### config.mk
export PLATFORM = sky130hd
export DESIGN_NAME = mnd_clk_gen
export DESIGN_NICKNAME = d
export VERILOG_FILES = /design/src/rtl/mnd_gen_pkg.sv /design/src/rtl/mnd_decode.sv /design/src/rtl/mnd_ctrl.sv /design/src/rtl/mnd_accum.sv /design/src/rtl/mnd_clk_gen.sv
export SDC_FILE = /design/constraint.sdc
export NUM_CORES = 1
export LEC_CHECK = 0
export BUFFER_PORTS_ARGS = -buffer_cell sky130_fd_sc_hd__clkbuf_2
export CAP_MARGIN = 20
export CORE_ASPECT_RATIO = 2
export CORE_MARGIN = 2
export CORE_UTILIZATION = 36
export CTS_CLUSTER_DIAMETER = 40
export DETAILED_ROUTE_END_ITERATION = 10
export MAX_ROUTING_LAYER = met4
export PLACE_DENSITY_LB_ADDON = 0.05
export SLEW_MARGIN = 25
export SYNTH_ARGS = -nofsm -noshare
export SYNTH_HDL_FRONTEND = slang
export SYNTH_SLANG_ARGS = --single-unit
### constraint.sdc
create_clock -name clk -period 5.2 [get_ports clk]
set_input_delay 0.52 -clock clk [delete_from_list [all_inputs] [get_ports clk]]
set_output_delay 0.52 -clock clk [all_outputs]
set_load 0.05 [all_outputs]
### src/rtl/mnd_gen_pkg.sv
package mnd_gen_pkg;

    typedef enum logic [1:0] {
        ST_PASS  = 2'd0,
        ST_FRAC  = 2'd1,
        ST_ARMED = 2'd2
    } gen_state_e;

    localparam logic [1:0] MODE_PASSTHRU = 2'd0;

endpackage

### src/rtl/mnd_decode.sv
module mnd_decode #(
    parameter int MND_W = 4
) (
    input  logic [1:0]       mode_i,
    input  logic [MND_W-1:0] m_code_i,
    input  logic [MND_W-1:0] n_code_i,
    input  logic [MND_W-1:0] d_code_i,
    output logic [MND_W-1:0] m_o,
    output logic [MND_W:0]   n_o,
    output logic [MND_W:0]   hi_o,
    output logic             frac_o
);
    import mnd_gen_pkg::*;

    localparam int CW = MND_W + 1;

    logic [MND_W-1:0] n_minus_m;
    logic [MND_W-1:0] dbl_hi;
    logic [CW-1:0]    hi_round;
    logic [CW-1:0]    hi_from_m;
    logic [CW-1:0]    n_full;
    logic             all_zero;
    logic             over_cap;
    logic             under_floor;

    always_comb begin
        n_minus_m   = ~n_code_i;
        dbl_hi      = ~d_code_i;
        n_full      = {1'b0, n_minus_m} + {1'b0, m_code_i};
        hi_round    = ({1'b0, dbl_hi} + CW'(1)) >> 1;
        hi_from_m   = ({1'b0, m_code_i} + CW'(1)) >> 1;
        all_zero    = (m_code_i == '0) && (n_code_i == '0) && (d_code_i == '0);
        over_cap    = hi_round > {1'b0, n_minus_m};
        under_floor = (dbl_hi >> 1) < (m_code_i >> 1);

        m_o    = m_code_i;
        n_o    = n_full;
        frac_o = (mode_i != MODE_PASSTHRU) && (n_full != '0)
                 && ({1'b0, m_code_i} != n_full);

        if (all_zero) begin
            hi_o = n_full >> 1;
        end else if (over_cap) begin
            hi_o = {1'b0, n_minus_m};
        end else if (under_floor) begin
            hi_o = hi_from_m;
        end else begin
            hi_o = hi_round;
        end
    end

endmodule

### src/rtl/mnd_ctrl.sv
module mnd_ctrl #(
    parameter int MND_W = 4
) (
    input  logic                    clk,
    input  logic                    rst_n,
    input  logic                    commit_i,
    input  logic [MND_W-1:0]        dec_m_i,
    input  logic [MND_W:0]          dec_n_i,
    input  logic [MND_W:0]          dec_hi_i,
    input  logic                    dec_frac_i,
    input  logic                    win_end_i,
    output mnd_gen_pkg::gen_state_e state_o,
    output logic                    load_o,
    output logic [MND_W-1:0]        act_m_o,
    output logic [MND_W:0]          act_n_o,
    output logic [MND_W:0]          act_hi_o
);
    import mnd_gen_pkg::*;

    gen_state_e       state_q;
    gen_state_e       state_d;
    logic             apply;
    logic             hold_new;
    logic [MND_W-1:0] src_m;
    logic [MND_W:0]   src_n;
    logic [MND_W:0]   src_hi;
    logic             src_frac;
    logic [MND_W-1:0] sh_m;
    logic [MND_W:0]   sh_n;
    logic [MND_W:0]   sh_hi;
    logic             sh_frac;
    logic [MND_W-1:0] act_m;
    logic [MND_W:0]   act_n;
    logic [MND_W:0]   act_hi;

    // state register
    always_ff @(posedge clk or negedge rst_n) begin
        if (!rst_n) begin
            state_q <= ST_PASS;
        end else begin
            state_q <= state_d;
        end
    end

    // next state and control outputs
    always_comb begin
        state_d  = state_q;
        apply    = 1'b0;
        hold_new = 1'b0;
        src_m    = commit_i ? dec_m_i    : sh_m;
        src_n    = commit_i ? dec_n_i    : sh_n;
        src_hi   = commit_i ? dec_hi_i   : sh_hi;
        src_frac = commit_i ? dec_frac_i : sh_frac;
        unique case (state_q)
            ST_PASS: begin
                if (commit_i) begin
                    apply   = 1'b1;
                    state_d = dec_frac_i ? ST_FRAC : ST_PASS;
                end
            end
            ST_FRAC: begin
                if (commit_i && win_end_i) begin
                    apply   = 1'b1;
                    state_d = dec_frac_i ? ST_FRAC : ST_PASS;
                end else if (commit_i) begin
                    hold_new = 1'b1;
                    state_d  = ST_ARMED;
                end
            end
            ST_ARMED: begin
                if (win_end_i) begin
                    apply   = 1'b1;
                    state_d = src_frac ? ST_FRAC : ST_PASS;
                end else if (commit_i) begin
                    hold_new = 1'b1;
                end
            end
            default: begin
                state_d = ST_PASS;
            end
        endcase
    end

    // held and active settings
    always_ff @(posedge clk or negedge rst_n) begin
        if (!rst_n) begin
            sh_m    <= '0;
            sh_n    <= '0;
            sh_hi   <= '0;
            sh_frac <= 1'b0;
            act_m   <= '0;
            act_n   <= '0;
            act_hi  <= '0;
        end else begin
            if (hold_new) begin
                sh_m    <= dec_m_i;
                sh_n    <= dec_n_i;
                sh_hi   <= dec_hi_i;
                sh_frac <= dec_frac_i;
            end
            if (apply) begin
                act_m  <= src_m;
                act_n  <= src_n;
                act_hi <= src_hi;
            end
        end
    end

    assign state_o  = state_q;
    assign load_o   = apply;
    assign act_m_o  = act_m;
    assign act_n_o  = act_n;
    assign act_hi_o = act_hi;

    AST_HOLD_WHILE_ARMED: assert property (@(posedge clk) disable iff (!rst_n)
        (state_q == ST_ARMED && !win_end_i) |=> ($stable(act_m) && $stable(act_n) && $stable(act_hi)));

    AST_HI_WITHIN_N: assert property (@(posedge clk) disable iff (!rst_n)
        (state_q != ST_PASS) |-> (act_hi <= act_n));

endmodule

### src/rtl/mnd_accum.sv
module mnd_accum #(
    parameter int MND_W = 4
) (
    input  logic             clk,
    input  logic             rst_n,
    input  logic             run_i,
    input  logic             load_i,
    input  logic [MND_W-1:0] m_i,
    input  logic [MND_W:0]   n_i,
    input  logic [MND_W:0]   hi_i,
    output logic             out_en_o,
    output logic             win_start_o,
    output logic             win_end_o
);
    localparam int CW = MND_W + 1;
    localparam int SW = MND_W + 2;

    logic [CW-1:0] acc_q;
    logic [CW-1:0] wcnt_q;
    logic [SW-1:0] acc_sum;
    logic [CW-1:0] acc_next;
    logic          last_cyc;

    always_comb begin
        acc_sum  = {1'b0, acc_q} + SW'(m_i);
        acc_next = (acc_sum >= {1'b0, n_i}) ? CW'(acc_sum - {1'b0, n_i}) : acc_sum[CW-1:0];
        last_cyc = (wcnt_q == n_i - CW'(1));
    end

    always_ff @(posedge clk or negedge rst_n) begin
        if (!rst_n) begin
            acc_q  <= '0;
            wcnt_q <= '0;
        end else if (load_i) begin
            acc_q  <= '0;
            wcnt_q <= '0;
        end else if (run_i) begin
            acc_q  <= acc_next;
            wcnt_q <= last_cyc ? '0 : wcnt_q + CW'(1);
        end
    end

    assign out_en_o    = !run_i || (acc_q < hi_i);
    assign win_start_o = !run_i || (wcnt_q == '0);
    assign win_end_o   = !run_i || last_cyc;

    AST_ACC_BELOW_N: assert property (@(posedge clk) disable iff (!rst_n)
        run_i |-> (acc_q < n_i));

    AST_WINDOW_WRAPS: assert property (@(posedge clk) disable iff (!rst_n)
        (run_i && !load_i && last_cyc) |=> (wcnt_q == '0));

endmodule

### src/rtl/mnd_clk_gen.sv
module mnd_clk_gen #(
    parameter int MND_W = 4
) (
    input  logic             clk,
    input  logic             rst_n,
    input  logic             commit_i,
    input  logic [1:0]       mode_i,
    input  logic [MND_W-1:0] m_code_i,
    input  logic [MND_W-1:0] n_code_i,
    input  logic [MND_W-1:0] d_code_i,
    output logic             out_en_o,
    output logic             win_start_o
);
    import mnd_gen_pkg::*;

    logic [MND_W-1:0] dec_m;
    logic [MND_W:0]   dec_n;
    logic [MND_W:0]   dec_hi;
    logic             dec_frac;
    logic [MND_W-1:0] act_m;
    logic [MND_W:0]   act_n;
    logic [MND_W:0]   act_hi;
    logic             load;
    logic             win_end;
    logic             run;
    gen_state_e       state;

    mnd_decode #(.MND_W(MND_W)) u_decode (
        .mode_i   (mode_i),
        .m_code_i (m_code_i),
        .n_code_i (n_code_i),
        .d_code_i (d_code_i),
        .m_o      (dec_m),
        .n_o      (dec_n),
        .hi_o     (dec_hi),
        .frac_o   (dec_frac)
    );

    mnd_ctrl #(.MND_W(MND_W)) u_ctrl (
        .clk        (clk),
        .rst_n      (rst_n),
        .commit_i   (commit_i),
        .dec_m_i    (dec_m),
        .dec_n_i    (dec_n),
        .dec_hi_i   (dec_hi),
        .dec_frac_i (dec_frac),
        .win_end_i  (win_end),
        .state_o    (state),
        .load_o     (load),
        .act_m_o    (act_m),
        .act_n_o    (act_n),
        .act_hi_o   (act_hi)
    );

    assign run = (state != ST_PASS);

    mnd_accum #(.MND_W(MND_W)) u_accum (
        .clk         (clk),
        .rst_n       (rst_n),
        .run_i       (run),
        .load_i      (load),
        .m_i         (act_m),
        .n_i         (act_n),
        .hi_i        (act_hi),
        .out_en_o    (out_en_o),
        .win_start_o (win_start_o),
        .win_end_o   (win_end)
    );

    AST_LOAD_RESTARTS: assert property (@(posedge clk) disable iff (!rst_n)
        load |=> win_start_o);

endmodule

-- Word-level counts from Yosys, hierarchy flattened
Index checks and enable logic that the tools add are counted.
- flip-flop bits (word level): 41
- bits of input ports: 17
- output and inout port bits: 2
- add/sub/neg operators: 7
- order comparisons: 4
- equal/unequal tests: 7
- muxes and demuxes: 27
- bitwise operators: 2
- reductions and logical operators: 19
- operator list (kind ; number):
    $mux 5 ; 8
    $mux 4 ; 4
    $logic_not 4->1 ; 3
    $add 4x1->5 const B ; 2
    $mux 1 ; 8
    $mux 2 ; 4
    $not 4->4 ; 2
    $add 5x4->6 ; 1
    $ge 6x5->1 ; 1
    $pmux 2 s3 ; 1
    $reduce_bool 2->1 ; 3
    $add 4x4->5 ; 1
    $add 5x1->5 const B ; 1
    $eq 5x5->1 ; 1
    $logic_and 1x1->1 ; 5
    $logic_not 5->1 ; 1
    $lt 5x5->1 ; 1
    $ne 4x5->1 ; 1
    $reduce_bool 5->1 ; 1
    $sub 5x1->5 const B ; 1
    $sub 5x5->5 ; 1
    $gt 4x4->1 ; 1
    $logic_or 1x1->1 ; 3
    $lt 3x3->1 ; 1
    other kinds (10) ; 10

-- Logic depth before layout (Yosys ltp)
Gate-level depths: netlist of the first run.
- depth after elaboration: 9
- gate-level depth with buffers: 13

-- Cells and area by module
From an unflattened synthesis of the first run, not the netlist that was laid out.
- cell total of the unflattened synthesis: 333
- area, all modules: 3309.4 um^2
- modules (own cells, without submodules) (module ; times used ; cells an instance ; area an instance (um^2) ; seq. area each (um^2)):
    mnd_ctrl ; 1 ; 124 ; 1559.0 ; 775.7
    mnd_accum ; 1 ; 124 ; 1103.6 ; 250.2
    mnd_decode ; 1 ; 84 ; 640.6 ; 0.0
    mnd_clk_gen ; 1 ; 1 ; 6.3 ; 0.0

-- Worst setup path after synthesis of the first run
No wires, ideal clock.
- path type: register to register
- start point: reg u_accum.acc_q[0]
- end point: reg u_accum.acc_q[0]
- library setup time: 77 ps
- data arrival time: 2740 ps
- slack: 2382 ps
- cell stages (with the launch flop): 13
- period minus slack after synthesis: 2818 ps
- cell sequence: dfrtp_1 -> ha_1 -> inv_1 -> fa_1 -> xnor2_1 -> ha_1 -> nor2b_1 -> o21a_1 -> o21a_1 -> or3_1 -> clkbuf_1 -> mux2_2 -> a21oi_1
- word-level cells in the longest chain between the ends: 5
- elaborated cells between the ends (all ways): 6
- ends and longest elaborated chain (element ; RTL line ; RTL):
    from (decl) ; mnd_accum.sv:18 ; logic [CW-1:0] acc_q;
    from (signal assigned) ; mnd_accum.sv:38 ; acc_q <= acc_next;
    $add 5x4->6 * ; mnd_accum.sv:25 ; acc_sum = {1'b0, acc_q} + SW'(m_i);
    $sub 5x5->5 / $ge 6x5->1 (equally long branches) ; mnd_accum.sv:26 ; acc_next = (acc_sum >= {1'b0, n_i}) ? CW'(acc_sum - {1'b0, n_i}) : acc_sum[CW-1:0];
    $mux 5 * ; mnd_accum.sv:26 ;
    $mux 5 * ; mnd_accum.sv:37 ; end else if (run_i) begin
    $mux 5 * ; mnd_accum.sv:34 ; end else if (load_i) begin
Mark *: on every way between the ends. The rest lies on a longest branch, timed or not. The select of a mux whose other input is x is not followed.
A chain may end at the register's enable or synchronous reset.

-- Worst setup path after layout of the first run
Ends and elaborated chain as after synthesis.

==> implementation parameters, run 1 <==
Parameter                              Value

Detailed routing
  Total iterations of the first detailed-routing run    4
  Vias    2459
  Routed wire length on met2    4740 um
  Detail-routed via count per cell    5.30
  Drt drc    0
  Count of nets left with antenna violations after detail routing    0
  Routed wire per std cell    17.4 um
  Top Metal Used    met4
  Post-detailed-routing wire length    8060 um
  Met3 WL post-DR    131 um
  Length of routed wiring on met1    2970 um
  Starting DRC count in detailed routing    60

Floorplan
  Area of the placeable core    8590 um2
  Starting density of the core    0.370
  Die area    9640 um2
  Number of primary I/O pins    19
  Die outline height    137 um
  Number of core rows    48
  Horizontal extent of the die    70.4 um

Synth
  Async set or reset register ratio after synthesis    1.00
  Ys flop type    sky130_fd_sc_hd__dfrtp_1
  Average cell area after synthesis    9.05 um2
  Count of flip-flops with a built-in enable after synthesis    0
  Total of warnings raised by yosys    0
  Number of distinct library cells after synthesis    59
  Post-synthesis sequential element count    39
  Net count of the mapped netlist    403
  Number of cells produced by synthesis    351
  Portion of the post-synthesis area used by sequential elements    0.307
  Cell area after synthesis    3180 um2

Power
  Combinational power share    0.567
  Switching power share of the total    0.432
  Power spent charging and discharging nets    0.000950 W
  P per Cell Area    623 nW/um2
  Sequential share of power    0.248
  Total internal power    0.00125 W
  Maximum vdd drop    0.255 mV
  Leakage Power    1.69 nW
  Fraction of power consumed by the clock network    0.185

Critical path
  Critical path data arrival time    3.21 ns
  Required time of the critical path    5.41 ns
  Startpoint-to-endpoint class of the critical path    flop to flop
  Critical path peak fanout    4
  Kind of start point of the critical path    flop
  Capturing element type of the critical path    flop

Global route
  Initial antenna violation count    0
  Global-route wire length before repair    12900 um
  Overall fraction of global-route tracks in use    0.182
  Pin count of the biggest net entering global routing    40
  Number of global-route vias before repair    2536
  Overflow left after global routing    0

Timing
  Worst slew margin    0.567
  Number of failing hold endpoints at the final stage    0
  Slew Viols, Final    0
  Count of final setup violators    0
  Timing-limited maximum frequency    0.333 GHz
  Unrepaired setup endpoints after global routing    no
  Post-layout worst setup margin    2.20 ns
  Final worst-path cycle share    0.577
  Shortest period the worst path allows    3.00 ns
  Worst setup skew after layout    0.00443 ns
  Slew at the pin with the worst max-slew slack    0.650 ns
  Total negative slack for setup checks    0 ns

Run
  Reported max-cap violation count    0

Clocking
  Hold-fix buffers, CTS    0
  Clock network latency to the later pin of the worst-skew pair    0.29 ns
  Buffers inserted by post-CTS timing repair    0
  Root cell of the clock tree    sky130_fd_sc_hd__clkbuf_16
  Maximum level of the CTS H-tree    2
  Resized cells post-CTS    0
  Clock slew at the register clock pins of the worst setup and hold paths    0.06 ns
  Clk sinks    39
  TritonCTS clock tree    done
  Number of buffers on the longest clock path    2
  Number of clock buffers inserted by TritonCTS    5

Cells and area
  Share of layout cells above drive strength 1    0.129
  Antenna cells    0
  Total number of nets in the final design    415
  Post-synthesis to final-layout area growth    11.1%

Place
  HPWL reported at the end of detailed placement    6440 um
  Post-placement worst setup slack    2.21 ns
  Port Buffer Count    18
  Final weighted congestion in routability-driven placement    0.845

Min path
  Worst hold path type    input port to asynchronous set/reset pin

Run status
  Result of the run    complete, no violations
## power by group through the flow
stage          Clock, W  Sequential [W]  Combinational [W]
2_1_floorplan         0        0.000511            0.00102
3_3_place_gp          0        0.000550            0.00125
3_5_place_dp          0        0.000553            0.00125
4_1_cts        0.000417        0.000548            0.00126
5_1_grt        0.000427        0.000566            0.00140
6_report       0.000407        0.000545            0.00125
## flip-flops by register name, indices dropped and copies added (netlist names)
signal and count:
u_ctrl.act_n_o 5, u_ctrl.sh_m 4, u_accum.acc_q 5, u_ctrl.act_m_o 4
u_ctrl.state_o 2, u_ctrl.sh_n 5, u_ctrl.act_hi_o 4, u_accum.wcnt_q 5
u_ctrl.sh_hi 4, u_ctrl.sh_frac 1
## kinds of logic after synthesis
group | share of synthesized area
adder cells (fa/ha/maj) | 0.145
AND/OR/NAND/NOR | 0.137
buffers and inverters | 0.0724
flip-flops | 0.307
XOR/XNOR | 0.0630
AO/OA/AOI/OAI | 0.180
multiplexers | 0.0949
## Yosys cell counts, types with 2 or more instances
| cell | instances | area [um2] |
|---|---|---|
| sky130_fd_sc_hd__o21bai_1 | 2 | 15.0 |
| sky130_fd_sc_hd__or2_2 | 3 | 18.8 |
| sky130_fd_sc_hd__o31ai_1 | 2 | 15.0 |
| sky130_fd_sc_hd__nor2_1 | 22 | 82.6 |
| sky130_fd_sc_hd__o41ai_1 | 2 | 17.5 |
| sky130_fd_sc_hd__a22o_1 | 7 | 61.3 |
| sky130_fd_sc_hd__nand2b_1 | 3 | 18.8 |
| sky130_fd_sc_hd__o21ai_1 | 4 | 20.0 |
| sky130_fd_sc_hd__ha_1 | 32 | 400 |
| sky130_fd_sc_hd__a211oi_1 | 2 | 15.0 |
| sky130_fd_sc_hd__nor3_1 | 9 | 45.0 |
| sky130_fd_sc_hd__inv_1 | 41 | 154 |
| sky130_fd_sc_hd__dfrtp_1 | 39 | 976 |
| sky130_fd_sc_hd__xor2_1 | 3 | 26.3 |
| sky130_fd_sc_hd__buf_6 | 2 | 22.5 |
| sky130_fd_sc_hd__nor2b_1 | 4 | 25.0 |
| sky130_fd_sc_hd__nand2_1 | 27 | 101 |
| sky130_fd_sc_hd__mux2i_1 | 20 | 200 |
| sky130_fd_sc_hd__o2bb2ai_1 | 2 | 17.5 |
| sky130_fd_sc_hd__a21oi_1 | 14 | 70.1 |
| sky130_fd_sc_hd__nor3b_1 | 5 | 37.5 |
| sky130_fd_sc_hd__and3_1 | 2 | 12.5 |
| sky130_fd_sc_hd__o22ai_1 | 3 | 18.8 |
| sky130_fd_sc_hd__fa_1 | 3 | 60.1 |
| sky130_fd_sc_hd__o21a_1 | 3 | 22.5 |
| sky130_fd_sc_hd__mux2_2 | 8 | 90.1 |
| sky130_fd_sc_hd__xnor2_1 | 18 | 158 |
| sky130_fd_sc_hd__a21o_1 | 7 | 52.6 |
| sky130_fd_sc_hd__a31oi_1 | 2 | 12.5 |
| sky130_fd_sc_hd__nand3_1 | 7 | 35.0 |
| sky130_fd_sc_hd__o21ai_0 | 17 | 85.1 |
| sky130_fd_sc_hd__clkbuf_1 | 9 | 33.8 |
## critical path, stage by stage, from the launching register on
cell and delay (ns):
sky130_fd_sc_hd__dfrtp_1 0.36, sky130_fd_sc_hd__ha_1 0.19, sky130_fd_sc_hd__inv_1 0.06, sky130_fd_sc_hd__fa_1 0.40
sky130_fd_sc_hd__xnor2_1 0.20, sky130_fd_sc_hd__ha_1 0.31, sky130_fd_sc_hd__nor2b_1 0.15, sky130_fd_sc_hd__o21a_1 0.18
sky130_fd_sc_hd__o21a_1 0.19, sky130_fd_sc_hd__or3_1 0.42, sky130_fd_sc_hd__mux2_2 0.31, sky130_fd_sc_hd__a21oi_1 0.15
## worst paths after layout
kind	end	cells past startpoint	slack, ns	startpoint
worst max register to register	u_accum.acc_q[0]	11	2.20	u_accum.acc_q[0]
worst min-delay path	u_ctrl.state_o[0]	1	0.24	rst_n
worst max-delay path	u_accum.acc_q[0]	11	2.20	u_accum.acc_q[0]
max in group asynchronous	u_accum.acc_q[2]	1	4.57	rst_n
worst min register to register	u_ctrl.sh_m[3]	1	0.49	u_ctrl.sh_m[3]
min in group clk	u_ctrl.sh_m[3]	1	0.49	u_ctrl.sh_m[3]
## per-stage QoR
stage	area, um2	total power, W	utilization	cells	hold slack (ns)
after floorplan	3180	0.00153	-	351	0.224
after global placement	3330	0.00180	0.388	456	0.463
after detailed placement	3330	0.00181	0.388	456	0.476
after CTS	3520	0.00223	0.410	464	0.274
after global routing	3530	0.00239	0.411	464	0.296
final	3530	0.00220	0.411	464	0.240
## cell usage in the layout, fill, tap and decap left out, types with 14 or more instances in the layout
cell type                  count
sky130_fd_sc_hd__a21oi_1      14
sky130_fd_sc_hd__clkbuf_2     17
sky130_fd_sc_hd__dfrtp_1      39
sky130_fd_sc_hd__ha_1         32
sky130_fd_sc_hd__inv_1        41
sky130_fd_sc_hd__mux2i_1      20
sky130_fd_sc_hd__nand2_1      27
sky130_fd_sc_hd__nor2_1       22
sky130_fd_sc_hd__o21ai_0      17
sky130_fd_sc_hd__xnor2_1      18
## per-layer routing
metal  global-route usage  vias to the layer above
met1                0.171                     1171
met5                    -                        -
li1                     -                     1244
met2                0.361                       33
met4               0.0769                        0
met3               0.0214                       11
## area by class of cell
cell class | instances | area (um2)
Sequential cell | 39 | 976
Clock inverter | 2 | 60.1
Fill cell | 905 | 5060
Inverter | 42 | 158
Timing Repair Buffer | 19 | 100
Multi-Input combinational cell | 256 | 1980
Tap cell | 100 | 125
Clock buffer | 6 | 129
Power figures use the tool's default switching activity.
==> run 2: changes to the inputs <==
clock period = 2.9 ns   (was 5.2 ns; I/O delays follow)
==> run 2 against run 1 <==
Clock power grew 30%. Hold slack got worse by 0.22 ns. Critical endpoint unchanged. Clock-buffer cell count up 1. Largest cell class unchanged. Cell area is 4.8% higher. Total power grew 91%. Global-route usage rose by 0.68 points. Highest routed layer unchanged.
==> implementation parameters, run 2 (same netlist as run 1, synthesis figures left out) <==
Parameter                              Value

Run status
  Result of the run    complete, no violations (unchanged)

Critical path
  Critical path peak fanout    3 (was 4)
  Critical path, cell by cell    ha_2 -> inv_2 -> fa_2 -> xnor2_2 -> ha_1 -> nor2b_1 -> o21a_1 -> o21a_1 -> or3_4 -> mux2_2 -> a21oi_2 (was ha_1 -> inv_1 -> fa_1 -> xnor2_1 -> ha_1 -> nor2b_1 -> o21a_1 -> o21a_1 -> or3_1 -> mux2_2 -> a21oi_1)
  Delay of the slowest cell on the worst path    0.40 ns (was 0.42 ns)
  Number of cells on the worst reg-to-reg path    11 (unchanged)
  Capturing element type of the critical path    flop (unchanged)
  CP delay by family, top    adder cells (unchanged)
  Slack of the worst reg-to-reg path    0.08 ns (was 2.20 ns)
  Critical path data arrival time    3.03 ns (was 3.21 ns)
  Most common cell on crit path    sky130_fd_sc_hd__o21a_1
  Required time of the critical path    3.10 ns (was 5.41 ns)
  Count of buffering cells on the critical path with inverters included    1 (unchanged)
  Kind of start point of the critical path    flop (unchanged)
  Crit Reg-Reg Endpoint    u_accum.acc_q[0] (unchanged)
  CP max stage cell    sky130_fd_sc_hd__or3_4 (was sky130_fd_sc_hd__or3_1)
  Startpoint-to-endpoint class of the critical path    flop to flop (unchanged)
  Startpoint of the lowest-slack register-to-register path    u_accum.acc_q[0] (unchanged)

Clocking
  Maximum level of the CTS H-tree    2 (unchanged)
  Hold-fix buffers, CTS    0 (unchanged)
  Number of clock buffers inserted by TritonCTS    5 (unchanged)
  TritonCTS clock tree    done (unchanged)
  Number of buffers on the longest clock path    2 (unchanged)
  Root cell of the clock tree    sky130_fd_sc_hd__clkbuf_16 (unchanged)
  Clk sinks    39 (unchanged)
  Clock network latency to the later pin of the worst-skew pair    0.28 ns (was 0.29 ns)
  Clock slew at the register clock pins of the worst setup and hold paths    0.06 ns (about the same)

Detailed routing
  Detail-routed via count per cell    5.35 (was 5.30)
  Drt drc    0 (unchanged)
  Count of nets left with antenna violations after detail routing    0 (unchanged)
  Total iterations of the first detailed-routing run    4 (unchanged)
  Post-detailed-routing wire length    8420 um (was 8060 um)
  Vias    2609 (was 2459)
  Routed wire per std cell    17.3 um (was 17.4 um)
  Starting DRC count in detailed routing    65 (was 60)

Min path
  Worst hold path type    input port to asynchronous set/reset pin (unchanged)

Floorplan
  Starting density of the core    0.370 (unchanged)
  Number of core rows    48 (unchanged)
  Horizontal extent of the die    70.4 um (unchanged)
  Area of the placeable core    8590 um2 (unchanged)
  Number of primary I/O pins    19 (unchanged)
  Die outline height    137 um (unchanged)
  Die area    9640 um2 (unchanged)

Place
  Placement Cell Area    3450 um2 (was 3330 um2)
  HPWL reported at the end of detailed placement    6810 um (was 6440 um)
  Final weighted congestion in routability-driven placement    0.897 (was 0.845)
  Port Buffer Count    18 (unchanged)
  Post-Place Cells    471 (was 456)

Cells and area
  Total number of nets in the final design    439 (was 415)
  Reg area    976 um2 (unchanged)
  Antenna cells    0 (unchanged)
  Count of placed standard cells in the final layout, fillers left out    488 (was 464)
  Most common library cell in the layout ignoring fill and taps    sky130_fd_sc_hd__inv_1 (unchanged)
  Post-synthesis to final-layout area growth    16.4% (was 11.1%)
  Share of layout cells above drive strength 1    0.206 (was 0.129)
  Commonest non-fill, non-tap cells in the layout    sky130_fd_sc_hd__inv_1, sky130_fd_sc_hd__dfrtp_1, sky130_fd_sc_hd__ha_1 (unchanged)
  Summed area of non-filler cells in the final layout    3700 um2 (was 3530 um2)
  FILL cells    919 (was 905)
  Multi-input combinational cell area    2020 um2 (was 1980 um2)

Timing
  Slew Viols, Final    0 (unchanged)
  Slew at the pin with the worst max-slew slack    0.562 ns (was 0.650 ns)
  Timing-limited maximum frequency    0.354 GHz (was 0.333 GHz)
  Count of final setup violators    0 (unchanged)
  Worst setup skew after layout    0.00462 ns (was 0.00443 ns)
  Worst slew margin    0.625 (was 0.567)
  Unrepaired setup endpoints after global routing    yes (was no)
  Final worst-path cycle share    0.973 (was 0.577)
  Number of failing hold endpoints at the final stage    0 (unchanged)
  Shortest period the worst path allows    2.82 ns (was 3.00 ns)

Global route
  Pin count of the biggest net entering global routing    40 (unchanged)
  Overflow left after global routing    0 (unchanged)
  Overall fraction of global-route tracks in use    0.189 (was 0.182)
  Number of global-route vias before repair    2731 (was 2536)
  Global-route wire length before repair    13400 um (was 12900 um)
  Initial antenna violation count    0 (unchanged)

Run
  Reported max-cap violation count    0 (unchanged)

Power
  Leakage Power    1.81 nW (was 1.69 nW)
  P per Cell Area    1130 nW/um2 (was 623 nW/um2)
  Maximum vdd drop    0.323 mV (was 0.255 mV)
## run 2: cell type report
cell class / instances / share of cell area
multi-input combinational: 256 / 0.545
sequential: 39 / 0.264
timing repair buffer: 43 / 0.0778
inverter: 42 / 0.0426
clock buffer: 7 / 0.0358
tap: 100 / 0.0338
clock inverter: 1 / 0.00135
## run 2: layer usage
metal,GRT usage,vias to the layer above,share of wire
met4,0.125,0,0.055
met1,0.162,1249,0.35
met5,-,-,0
met2,0.371,46,0.57
met3,0.0206,25,0.021
li1,-,1289,-
## run 2: power breakdown
group          leakage, nW  internal [W]  switching, W  total (W)
combinational         1.25       0.00128       0.00142    0.00270
clock               0.0679      0.000318      0.000212   0.000530
sequential           0.490      0.000783      0.000183   0.000967
total                 1.81       0.00238       0.00182    0.00420
## run 2: worst max-delay path by stage
| stage | start | endpoint | slack [ns] | depth (start not counted) |
|---|---|---|---|---|
| 2_1_floorplan | u_accum.acc_q[0] | u_accum.acc_q[0] | 0.08 | 12 |
| 3_3_place_gp | u_accum.acc_q[1] | u_accum.acc_q[3] | 0.01 | 11 |
| 3_5_place_dp | u_accum.acc_q[0] | u_accum.acc_q[3] | -0.03 | 13 |
| 4_1_cts | u_accum.acc_q[0] | u_accum.acc_q[0] | 0.006 | 12 |
| 5_1_grt | u_accum.acc_q[0] | u_accum.acc_q[0] | -0.03 | 11 |
| 6_report | u_accum.acc_q[0] | u_accum.acc_q[0] | 0.08 | 11 |
## run 2: timing repair
item	4_1_cts	5_1_grt
setup endpoints to repair	4	4
buffers inserted	1	7
resized for setup	1	10
pin swaps	1	13
## run 2: worst register-to-register path, delay by kind of cell, from the launching register on
kind | cells | cell delay, ns
DFF | 1 | 0.36
and+or+nand+nor | 2 | 0.54
muxes | 1 | 0.29
xor gates and xnor gates | 1 | 0.16
AOI/OAI and AO/OA | 3 | 0.50
adders and majority gates | 3 | 0.86
buffers and inverters | 1 | 0.04
## run 2: metrics by stage
step | hold slack [ns] | TNS, ns | power (W) | util | setup slack [ns]
floorplan | -0.00559 | 0 | 0.00275 | - | 0.0824
global placement | 0.466 | 0 | 0.00340 | 0.401 | 0.0141
detailed placement | 0.354 | -0.0748 | 0.00343 | 0.401 | -0.0339
CTS | 0.0485 | 0 | 0.00402 | 0.419 | 0.00571
global route | 0.0635 | -0.0383 | 0.00454 | 0.431 | -0.0262
finish | 0.0154 | 0 | 0.00420 | 0.431 | 0.0769
==> run 3: changes to the inputs <==
SETUP_SLACK_MARGIN = 0.2   (was default)
==> run 3 against run 2 <==
First-iteration DRC count fell by 18%. Fmax rose by 0.23%. Via count fell by 0.42%. Sequential share of layout area fell by 0.47 points. Cell area rose by 2.0%. Clock-buffer cell count fell by 1. Clock skew rose by 0.0034 ns. Die area did not move. Non-clock buffer count rose by 2. Critical endpoint unchanged.
==> implementation parameters, run 3 (same netlist as run 1, synthesis figures left out) <==
Parameter                              Value

Run status
  Result of the run    complete, no violations (unchanged)

Clocking
  Number of clock buffers inserted by TritonCTS    5 (unchanged)
  TritonCTS clock tree    done (unchanged)
  Maximum level of the CTS H-tree    2 (unchanged)
  Clk sinks    39 (unchanged)
  Clock network latency to the later pin of the worst-skew pair    0.29 ns (was 0.28 ns)
  Root cell of the clock tree    sky130_fd_sc_hd__clkbuf_16 (unchanged)
  Clock slew at the register clock pins of the worst setup and hold paths    0.06 ns (about the same)
  Number of buffers on the longest clock path    2 (unchanged)

Cells and area
  Commonest non-fill, non-tap cells in the layout    sky130_fd_sc_hd__inv_1, sky130_fd_sc_hd__dfrtp_1, sky130_fd_sc_hd__ha_1 (unchanged)
  Antenna cells    0 (unchanged)
  Count of placed standard cells in the final layout, fillers left out    490 (was 488)
  Reg area    977 um2 (was 976 um2)
  Multi-input combinational cell area    2060 um2 (was 2020 um2)
  Most common library cell in the layout ignoring fill and taps    sky130_fd_sc_hd__inv_1 (unchanged)
  Post-synthesis to final-layout area growth    18.7% (was 16.4%)
  FILL cells    908 (was 919)
  Share of layout cells above drive strength 1    0.226 (was 0.206)
  Total number of nets in the final design    441 (was 439)

Place
  Post-placement worst setup slack    -0.0514 ns (was -0.0339 ns)
  Post-Place Cells    470 (was 471)
  Port Buffer Count    18 (unchanged)
  Final weighted congestion in routability-driven placement    0.835 (was 0.897)
  HPWL reported at the end of detailed placement    6800 um (was 6810 um)

Detailed routing
  Routed wire per std cell    17.4 um (was 17.3 um)
  Starting DRC count in detailed routing    53 (was 65)
  Vias    2598 (was 2609)
  Drt drc    0 (unchanged)
  Detail-routed via count per cell    5.30 (was 5.35)
  Post-detailed-routing wire length    8500 um (was 8420 um)
  Total iterations of the first detailed-routing run    4 (unchanged)
  Count of nets left with antenna violations after detail routing    0 (unchanged)

Critical path
  Kind of start point of the critical path    flop (unchanged)
  CP max stage cell    sky130_fd_sc_hd__or3_4 (unchanged)
  Most common cell on crit path    sky130_fd_sc_hd__o21a_1 (unchanged)
  Number of cells on the worst reg-to-reg path    11 (unchanged)
  Critical path data arrival time    3.03 ns (about the same)
  Critical path peak fanout    4 (was 3)
  Startpoint of the lowest-slack register-to-register path    u_accum.acc_q[0] (unchanged)
  Required time of the critical path    3.11 ns (was 3.10 ns)
  Delay of the slowest cell on the worst path    0.44 ns (was 0.40 ns)
  Slack of the worst reg-to-reg path    0.08 ns (about the same)
  Crit Reg-Reg Endpoint    u_accum.acc_q[0] (unchanged)
  Startpoint-to-endpoint class of the critical path    flop to flop (unchanged)
  Critical path, cell by cell    ha_2 -> inv_2 -> fa_2 -> xnor2_2 -> ha_1 -> nor2b_1 -> o21a_1 -> o21a_1 -> or3_4 -> mux2_4 -> a21oi_2 (was ha_2 -> inv_2 -> fa_2 -> xnor2_2 -> ha_1 -> nor2b_1 -> o21a_1 -> o21a_1 -> or3_4 -> mux2_2 -> a21oi_2)
  Capturing element type of the critical path    flop (unchanged)

Power
  Sequential share of power    0.228 (was 0.230)
  Maximum vdd drop    0.326 mV (was 0.323 mV)
  Power spent charging and discharging nets    0.00186 W (was 0.00182 W)
  Fraction of power consumed by the clock network    0.129 (was 0.126)
  Overall power consumption    0.00429 W (was 0.00420 W)
  Switching power share of the total    0.433 (about the same)
  Leakage Power    1.82 nW (was 1.81 nW)
  P per Cell Area    1140 nW/um2 (was 1130 nW/um2)
  Total internal power    0.00243 W (was 0.00238 W)
  Combinational power share    0.643 (about the same)

Timing
  Post-layout worst setup margin    0.0833 ns (was 0.0769 ns)
  Slew at the pin with the worst max-slew slack    0.577 ns (was 0.562 ns)
  Count of final setup violators    0 (unchanged)
  Worst setup skew after layout    0.00801 ns (was 0.00462 ns)
  Number of failing hold endpoints at the final stage    0 (unchanged)
  Timing-limited maximum frequency    0.355 GHz (was 0.354 GHz)
  Unrepaired setup endpoints after global routing    yes (unchanged)
  Final worst-path cycle share    0.971 (was 0.973)
  Worst slew margin    0.614 (was 0.625)
  Slew Viols, Final    0 (unchanged)
  Hold Slack    0.00896 ns (was 0.0154 ns)
  Shortest period the worst path allows    2.82 ns (about the same)

Global route
  Pin count of the biggest net entering global routing    40 (unchanged)
  Overflow left after global routing    0 (unchanged)
  Initial antenna violation count    0 (unchanged)
  Number of global-route vias before repair    2778 (was 2731)
  Overall fraction of global-route tracks in use    0.198 (was 0.189)
  Global-route wire length before repair    14100 um (was 13400 um)

Floorplan
  Starting density of the core    0.370 (unchanged)
  Die outline height    137 um (unchanged)
  Die area    9640 um2 (unchanged)
  Area of the placeable core    8590 um2 (unchanged)
  Horizontal extent of the die    70.4 um (unchanged)
  Number of core rows    48 (unchanged)
  Number of primary I/O pins    19 (unchanged)

Min path
  Worst hold path type    input port to asynchronous set/reset pin (unchanged)

Run
  Reported max-cap violation count    0 (unchanged)
## run 3: cell count changes in the layout (fill, tap and decap cells not counted), sizes merged
cell / previous run / this run
clkbuf: 25 / 24
clkinvlp: 0 / 1
buf: 25 / 27
## run 3: through the flow
stage	TNS [ns]	utilization	cell area (um2)
4_1_cts	0	0.434	3720
3_3_place_gp	-0.0286	0.401	3440
5_1_grt	-0.00812	0.439	3770
6_report	0	0.439	3770
3_5_place_dp	-0.0719	0.401	3440
2_1_floorplan	0	-	3190
## run 3: power groups by stage
stage               logic (W)  registers [W]  clock network (W)
floorplan             0.00189       0.000916                  0
global placement      0.00242       0.000970                  0
detailed placement    0.00242       0.000982                  0
CTS                   0.00267       0.000979           0.000566
global route          0.00307        0.00101           0.000587
finish                0.00275       0.000977           0.000553
## run 3: layout make-up
| type | count | share of cell area |
|---|---|---|
| Multi-Input combinational cell | 256 | 0.546 |
| Sequential cell | 39 | 0.259 |
| Timing Repair Buffer | 45 | 0.0826 |
| Inverter | 42 | 0.0418 |
| Clock buffer | 6 | 0.0342 |
| Tap cell | 100 | 0.0332 |
| Clock inverter | 2 | 0.00332 |
## run 3: layer usage
layer,track usage,up-vias,share of wire
met5,-,-,0
met4,0.122,0,0.058
met3,0.0169,25,0.016
met2,0.391,40,0.59
met1,0.174,1244,0.34
li1,-,1289,-
## run 3: worst max-delay path by stage
stage	endpoint	startpoint	depth (start not counted)	slack [ns]
after floorplan	u_accum.acc_q[0]	u_accum.acc_q[0]	12	0.12
after global placement	u_accum.acc_q[0]	u_accum.acc_q[0]	11	-0.03
after detailed placement	u_accum.acc_q[0]	u_ctrl.act_m_o[1]	10	-0.05
after CTS	u_accum.acc_q[0]	u_accum.acc_q[0]	12	0.06
after global routing	u_accum.acc_q[0]	u_accum.acc_q[0]	13	-0.008
final	u_accum.acc_q[0]	u_accum.acc_q[0]	11	0.08
## run 3: worst max-delay path: cells and delay by family (launching register included)
family	cells	cell delay [ns]
multiplexers	1	0.33
adder cells (fa/ha/maj)	3	0.83
flip-flops	1	0.35
AO/OA/AOI/OAI	3	0.48
XOR/XNOR	1	0.15
AND/OR/NAND/NOR	2	0.57
buffers and inverters	1	0.04
## run 3: repair_timing
item / CTS / global route
pin swaps: 18 / 8
hold buffers: 0 / 0
endpoints found under the setup margin: 14 / 14
gates resized for setup: 9 / 7
setup buffers: 9 / 3
